File: src/rtl/afu_pkg.sv
package afu_pkg;

  typedef enum logic [3:0] {
    OP_ADD  = 4'd0,
    OP_SUB  = 4'd1,
    OP_INC  = 4'd2,
    OP_DEC  = 4'd3,
    OP_CMP  = 4'd4,
    OP_AND  = 4'd5,
    OP_OR   = 4'd6,
    OP_XOR  = 4'd7,
    OP_TEST = 4'd8,
    OP_MOV  = 4'd9,
    OP_CSET = 4'd10,
    OP_CCLR = 4'd11
  } afu_op_e;

  // bit 0 is cf, bit 8 is trap
  typedef struct packed {
    logic trap;
    logic ien;
    logic dir;
    logic of;
    logic sf;
    logic zf;
    logic af;
    logic pf;
    logic cf;
  } afu_flags_t;

  typedef struct packed {
    logic of;
    logic sf;
    logic zf;
    logic af;
    logic pf;
    logic cf;
  } afu_arith_t;

  localparam int AFU_FLAG_W = $bits(afu_flags_t);
  localparam int AFU_NSZ    = 3;

endpackage

File: src/rtl/afu_datapath.sv
module afu_datapath
  import afu_pkg::*;
#(
  parameter int DATA_W = 32
) (
  input  afu_op_e           op,
  input  logic [1:0]        size,
  input  logic [DATA_W-1:0] a,
  input  logic [DATA_W-1:0] b,
  output logic [DATA_W-1:0] res,
  output afu_arith_t        raw
);
  localparam int IW = $clog2(DATA_W + 1);
  localparam int MW = $clog2(DATA_W);

  logic [DATA_W-1:0] mask_tab [AFU_NSZ];
  logic [IW-1:0]     cpos_tab [AFU_NSZ];
  logic [MW-1:0]     mpos_tab [AFU_NSZ];

  for (genvar g = 0; g < AFU_NSZ; g++) begin : g_size
    localparam int WG = (g == 0) ? 8 : (g == 1) ? 16 : DATA_W;
    assign mask_tab[g] = ~({DATA_W{1'b1}} << WG);
    assign cpos_tab[g] = IW'(WG);
    assign mpos_tab[g] = MW'(WG - 1);
  end

  logic [DATA_W-1:0] msk, aa, bb, rr, hmix;
  logic [DATA_W:0]   ext;
  logic [IW-1:0]     cpos;
  logic [MW-1:0]     mpos;
  logic              is_sub, a_m, b_m, r_m;

  always_comb begin
    case (size)
      2'd0:    begin msk = mask_tab[0]; cpos = cpos_tab[0]; mpos = mpos_tab[0]; end
      2'd1:    begin msk = mask_tab[1]; cpos = cpos_tab[1]; mpos = mpos_tab[1]; end
      default: begin msk = mask_tab[2]; cpos = cpos_tab[2]; mpos = mpos_tab[2]; end
    endcase
    aa = a & msk;
    bb = (op == OP_INC || op == OP_DEC) ? DATA_W'(1) : (b & msk);
    is_sub = (op == OP_SUB) || (op == OP_CMP) || (op == OP_DEC);
    ext = is_sub ? ({1'b0, aa} - {1'b0, bb}) : ({1'b0, aa} + {1'b0, bb});
    case (op)
      OP_AND, OP_TEST: rr = aa & bb;
      OP_OR:           rr = aa | bb;
      OP_XOR:          rr = aa ^ bb;
      OP_MOV:          rr = bb;
      default:         rr = ext[DATA_W-1:0] & msk;
    endcase
    hmix = aa ^ bb ^ rr;
    a_m  = aa[mpos];
    b_m  = bb[mpos];
    r_m  = rr[mpos];
    raw.cf = ext[cpos];
    raw.pf = ~^rr[7:0];
    raw.af = hmix[4];
    raw.zf = (rr == '0);
    raw.sf = r_m;
    raw.of = is_sub ? ((a_m != b_m) && (r_m != a_m))
                    : ((a_m == b_m) && (r_m != a_m));
    res = rr;
  end

endmodule

File: src/rtl/afu_flag_next.sv
module afu_flag_next
  import afu_pkg::*;
(
  input  afu_op_e    op,
  input  afu_flags_t cur,
  input  afu_arith_t raw,
  input  logic [2:0] ctl_mask,
  output afu_flags_t nxt,
  output logic       wr
);
  always_comb begin
    nxt = cur;
    wr  = 1'b0;
    case (op)
      OP_ADD, OP_SUB, OP_CMP: begin
        {nxt.of, nxt.sf, nxt.zf, nxt.af, nxt.pf, nxt.cf} = raw;
        wr = (op != OP_CMP);
      end
      OP_INC, OP_DEC: begin
        {nxt.of, nxt.sf, nxt.zf, nxt.af, nxt.pf} = {raw.of, raw.sf, raw.zf, raw.af, raw.pf};
        wr = 1'b1;
      end
      OP_AND, OP_OR, OP_XOR, OP_TEST: begin
        nxt.pf = raw.pf;
        nxt.zf = raw.zf;
        nxt.sf = raw.sf;
        nxt.cf = 1'b0;
        nxt.of = 1'b0;
        nxt.af = 1'b0;
        wr = (op != OP_TEST);
      end
      OP_MOV: wr = 1'b1;
      OP_CSET: begin
        nxt.trap = cur.trap | ctl_mask[0];
        nxt.ien  = cur.ien  | ctl_mask[1];
        nxt.dir  = cur.dir  | ctl_mask[2];
      end
      OP_CCLR: begin
        nxt.trap = cur.trap & ~ctl_mask[0];
        nxt.ien  = cur.ien  & ~ctl_mask[1];
        nxt.dir  = cur.dir  & ~ctl_mask[2];
      end
      default: ;
    endcase
  end
endmodule

File: src/rtl/afu_top.sv
module afu_top
  import afu_pkg::*;
#(
  parameter int DATA_W = 32
) (
  input  logic                  clk,
  input  logic                  rst_n,
  input  logic                  in_valid,
  output logic                  in_ready,
  input  logic [3:0]            in_op,
  input  logic [1:0]            in_size,
  input  logic [DATA_W-1:0]     in_a,
  input  logic [DATA_W-1:0]     in_b,
  output logic                  out_valid,
  input  logic                  out_ready,
  output logic [DATA_W-1:0]     out_data,
  output logic                  out_wr,
  output logic [AFU_FLAG_W-1:0] flags_o
);
  afu_op_e           op;
  afu_arith_t        raw;
  afu_flags_t        flags_q, flags_n;
  logic [DATA_W-1:0] res;
  logic              wr_n, take;

  assign op       = afu_op_e'(in_op);
  assign in_ready = !out_valid || out_ready;
  assign take     = in_valid && in_ready;

  afu_datapath #(.DATA_W(DATA_W)) u_dp (
    .op   (op),
    .size (in_size),
    .a    (in_a),
    .b    (in_b),
    .res  (res),
    .raw  (raw)
  );

  afu_flag_next u_fn (
    .op       (op),
    .cur      (flags_q),
    .raw      (raw),
    .ctl_mask (in_b[2:0]),
    .nxt      (flags_n),
    .wr       (wr_n)
  );

  always_ff @(posedge clk or negedge rst_n) begin
    if (!rst_n) begin
      flags_q   <= '0;
      out_valid <= 1'b0;
      out_data  <= '0;
      out_wr    <= 1'b0;
    end else if (take) begin
      flags_q   <= flags_n;
      out_valid <= 1'b1;
      out_data  <= wr_n ? res : '0;
      out_wr    <= wr_n;
    end else if (out_ready) begin
      out_valid <= 1'b0;
    end
  end

  assign flags_o = flags_q;

endmodule

File: config.mk
export PLATFORM = sky130hd
export DESIGN_NAME = afu_top
export DESIGN_NICKNAME = d
export VERILOG_FILES = /design/src/rtl/afu_pkg.sv /design/src/rtl/afu_datapath.sv /design/src/rtl/afu_flag_next.sv /design/src/rtl/afu_top.sv
export SDC_FILE = /design/constraint.sdc
export NUM_CORES = 1
export LEC_CHECK = 0
export BUFFER_PORTS_ARGS = -buffer_cell sky130_fd_sc_hd__buf_2
export CAP_MARGIN = 0
export CORE_ASPECT_RATIO = 1.4
export CORE_UTILIZATION = 55
export DETAILED_ROUTE_END_ITERATION = 16
export GPL_TIMING_DRIVEN = 0
export PLACE_DENSITY = 0.79
export RECOVER_POWER = 25
export SYNTH_ARGS = -nofsm -noshare
export SYNTH_HDL_FRONTEND = slang
export SYNTH_SLANG_ARGS = --single-unit
File: constraint.sdc
create_clock -name clk -period 5 [get_ports clk]
set_input_delay 0.25 -clock clk [delete_from_list [all_inputs] [get_ports clk]]
set_output_delay 0.25 -clock clk [all_outputs]
set_load 0.05 [all_outputs]
==> results.json <==
{
  "status": "finished, violations left",
  "violations": "capacitance limit, slew limit",
  "yosysSeqAreaShare_pct": 16.53,
  "critPathKind": "in -> reg",
  "htree_levels": 2,
  "critPathRequiredTime_ns": 5.22,
  "cts-buffers-inserted": 5,
  "syn_area_mm2": 0.006509,
  "yosys_warnings": 0,
  "via_per_inst": 6.240,
  "ff2ff_setup_slack_ns": 2.20,
  "cts_sinks": 43,
  "crit_arrival_ns": 5.11,
  "grt_overflow": 0,
  "routedWlPerCell_um": 18.32,
  "synth_cells": 922,
  "gp_congestion": 0.9776,
  "cts_tree": "yes",
  "grt_use_met1_pct": 43.45,
  "use_met3_pct": 3.414,
  "synth-seq-cells": 43,
  "pre_cts_slack_ns": -1.641,
  "drive_gt1_share_pct": 21.41,
  "layout_common_cells": "nand2_1, buf_2, ha_1",
  "slew_headroom_pct": -48.16,
  "io_buffers": 115,
  "cts_max_path_buffers": 2,
  "final_util_pct": 70.19,
  "layout_commonest_cell": "nand2_1",
  "area_delta_synth_final_pct": 23.51,
  "endpoint_kind": "flop",
  "pin_count": 118,
  "first_pass_iters": 6,
  "postSynthAreaPerCell_um2": 7.059,
  "muxShareOfSynthArea_pct": 0.8074,
  "grt_max_degree": 44,
  "worst_pin_slew_ns": 2.222,
  "route.detailed.drc": 0,
  "cp_max_fo": 10,
  "fill_cells": 1031,
  "synth-compound-area-share_pct": 29.55,
  "grt_usage_pct": 35.99,
  "max-cap-violations": 1,
  "period_share_pct": 97.76,
  "multi_input_area_mm2": 0.005270,
  "dieArea_mm2": 0.01228,
  "p_leak_nw": 4.173,
  "drt-total-wl_um": 22410,
  "worst_slack_ns": 0.1120,
  "clock-skew-final_ns": 0.003933,
  "critical_path.slowest_cell": "or4_1",
  "vias": 7631,
  "synth_top_family_by_area": "compound AO/OA/AOI/OAI gates",
  "final_cell_area_mm2": 0.008039,
  "synthSimpleGateAreaFrac_pct": 20.47,
  "antenna_left": 0,
  "grt_pass1_vias": 6856,
  "clk_pin_slew_ns": 0.06,
  "core_area_mm2": 0.01145,
  "critical-path-top-delay-family": "simple AND/OR/NAND/NOR gates",
  "path_buf_inv": 3,
  "holdBufCountCts": 0,
  "synth-adder-area-share_pct": 19.34,
  "cp_cell_sequence": "clkbuf_2, buf_6, mux2i_1, nand2_1, buf_2, nor2_1, a21oi_1, fa_1, a211oi_1, o21ai_0, xor2_1, a221oi_2, ha_1, nand4_1, nor2_1, nand3_1, nor4_2, nand4_1, or4_1, nor4_2, a21o_1",
  "hold_path.class": "in -> reg",
  "ys.flop_type": "dfrtp_1",
  "slew_violations": 44,
  "num_antenna_cells": 0,
  "synthArstFlopShare_pct": 100.0,
  "use_met2_pct": 62.60,
  "initial_core_util_pct": 56.83,
  "synth_cell_types": 61,
  "layout.nets": 1252,
  "tns_ns": 0,
  "die_height_um": 130.7,
  "setup-violations-final": 0,
  "synth_xor_area_share_pct": 6.728,
  "crit_path_max_incr_delay_ns": 0.51,
  "synth_nets": 1096,
  "hold_violations": 0,
  "synth_edf_count": 0,
  "dp_hpwl_um": 17350,
  "max-vdd-ir-drop_mv": 0.2015,
  "p_per_area_mw_per_mm2": 262.5,
  "core.rowCount": 46,
  "fmax_mhz": 204.6,
  "clock_tree.root_cell": "clkbuf_16",
  "seqCellArea_mm2": 0.001076,
  "drt_first_iter_violations": 704,
  "top_usage_layer": "met2",
  "cp-start-kind": "input pin",
  "antenna_found_initial": 0,
  "die_x_um": 93.94,
  "post_dp_cell_area_mm2": 0.007264,
  "grt_pass1_wl_um": 33980,
  "clock_latency_ns": 0.28,
  "layout_min_cycle_time_ns": 4.888
}
-- synth_stat cells, drive strengths merged, types with 3 or more instances --
library cell  instances  share of area [%]
dfrtp                43                 17
nand3                 8               0.62
a211oi                6               0.77
a22oi                18                2.1
nand4                 8               0.77
nor2                 72                4.2
mux2i                 3               0.46
a221o                 5               0.77
o22ai                11                1.1
a21o                 16                1.9
and3                 12                1.2
xnor2                36                4.8
or3                   6               0.58
xor2                 14                1.9
clkbuf               34                2.0
buf                   6               0.40
a211o                 4               0.54
nand2b               10               0.96
a31oi                 8               0.77
or2                   4               0.38
a21boi                3               0.35
a221oi               12                1.6
o211ai                7               0.81
a22o                  3               0.40
inv                  73                4.2
ha                   99                 19
and2                  4               0.38
o31ai                10                1.2
nand2               158                9.1
a21oi                80                6.2
nor4                  5               0.48
nor3                 11               0.92
o21ai               100                7.7
o21a                  6               0.69
-- layout make-up --
cell class,count,share of cell area [%]
Clock buffer,5,1.556
Clock inverter,3,0.8405
Sequential cell,43,13.39
Timing Repair Buffer,153,10.88
Buffer,36,2.132
Inverter,73,3.409
Tap cell,144,2.241
Multi-Input combinational cell,766,65.56
-- routing by layer --
layer | vias to the layer above | routed length (um) | share of wire [%]
met5 | - | 0 | 0
met4 | 0 | 1286 | 5.7
met3 | 105 | 1833 | 8.2
met2 | 432 | 10740 | 48
met1 | 3500 | 8545 | 38
li1 | 3594 | - | -
-- path summary, 6_finish.rpt --
check,start,cells after the start,end
min in group asynchronous,rst_n,1,out_wr$_DFFE_PN0P_
max in group asynchronous,rst_n,1,out_data[17]$_DFFE_PN0P_
max,in_op[0],21,flags_o[3]$_DFFE_PN0P_
min reg2reg,out_data[3]$_DFFE_PN0P_,2,out_data[3]$_DFFE_PN0P_
max reg2reg,out_valid$_DFFE_PN0P_,10,flags_o[3]$_DFFE_PN0P_
min,in_valid,2,out_valid$_DFFE_PN0P_
-- report_power, final --
group          switching (W)  internal, W
combinational       0.000816     0.000432
sequential         0.0000325     0.000411
clock               0.000132     0.000286
total               0.000981      0.00113
-- metrics by stage --
step                instances  total power (W)  hold slack (ns)
finish                   1223         0.002110           0.2084
global placement         1181         0.001548           0.4320
detailed placement       1181         0.001568           0.4299
floorplan                 922         0.001272         -0.04559
CTS                      1205         0.002028           0.1304
global route             1223         0.002228           0.2214
-- kinds of logic after synthesis --
| logic type | Yosys count |
|---|---|
| AO/OA/AOI/OAI | 305 |
| flip-flops | 43 |
| adder cells (fa/ha/maj) | 100 |
| buffers and inverters | 113 |
| XOR/XNOR | 50 |
| AND/OR/NAND/NOR | 306 |
| multiplexers | 5 |
-- what timing repair did --
action                                  4_1_cts  5_1_grt
setup buffers                                17       21
gates resized for setup                      39       64
pin swaps                                     9       27
endpoints found under the setup margin       15        7
cloned                                        0        0
-- state kept, by name, summed over array words and instances, names as in the netlist, named ones only --
name	count
out_wr	1
flags_o	6
out_data	32
out_valid	1
Note: power is estimated with default switching activity, not from simulation.
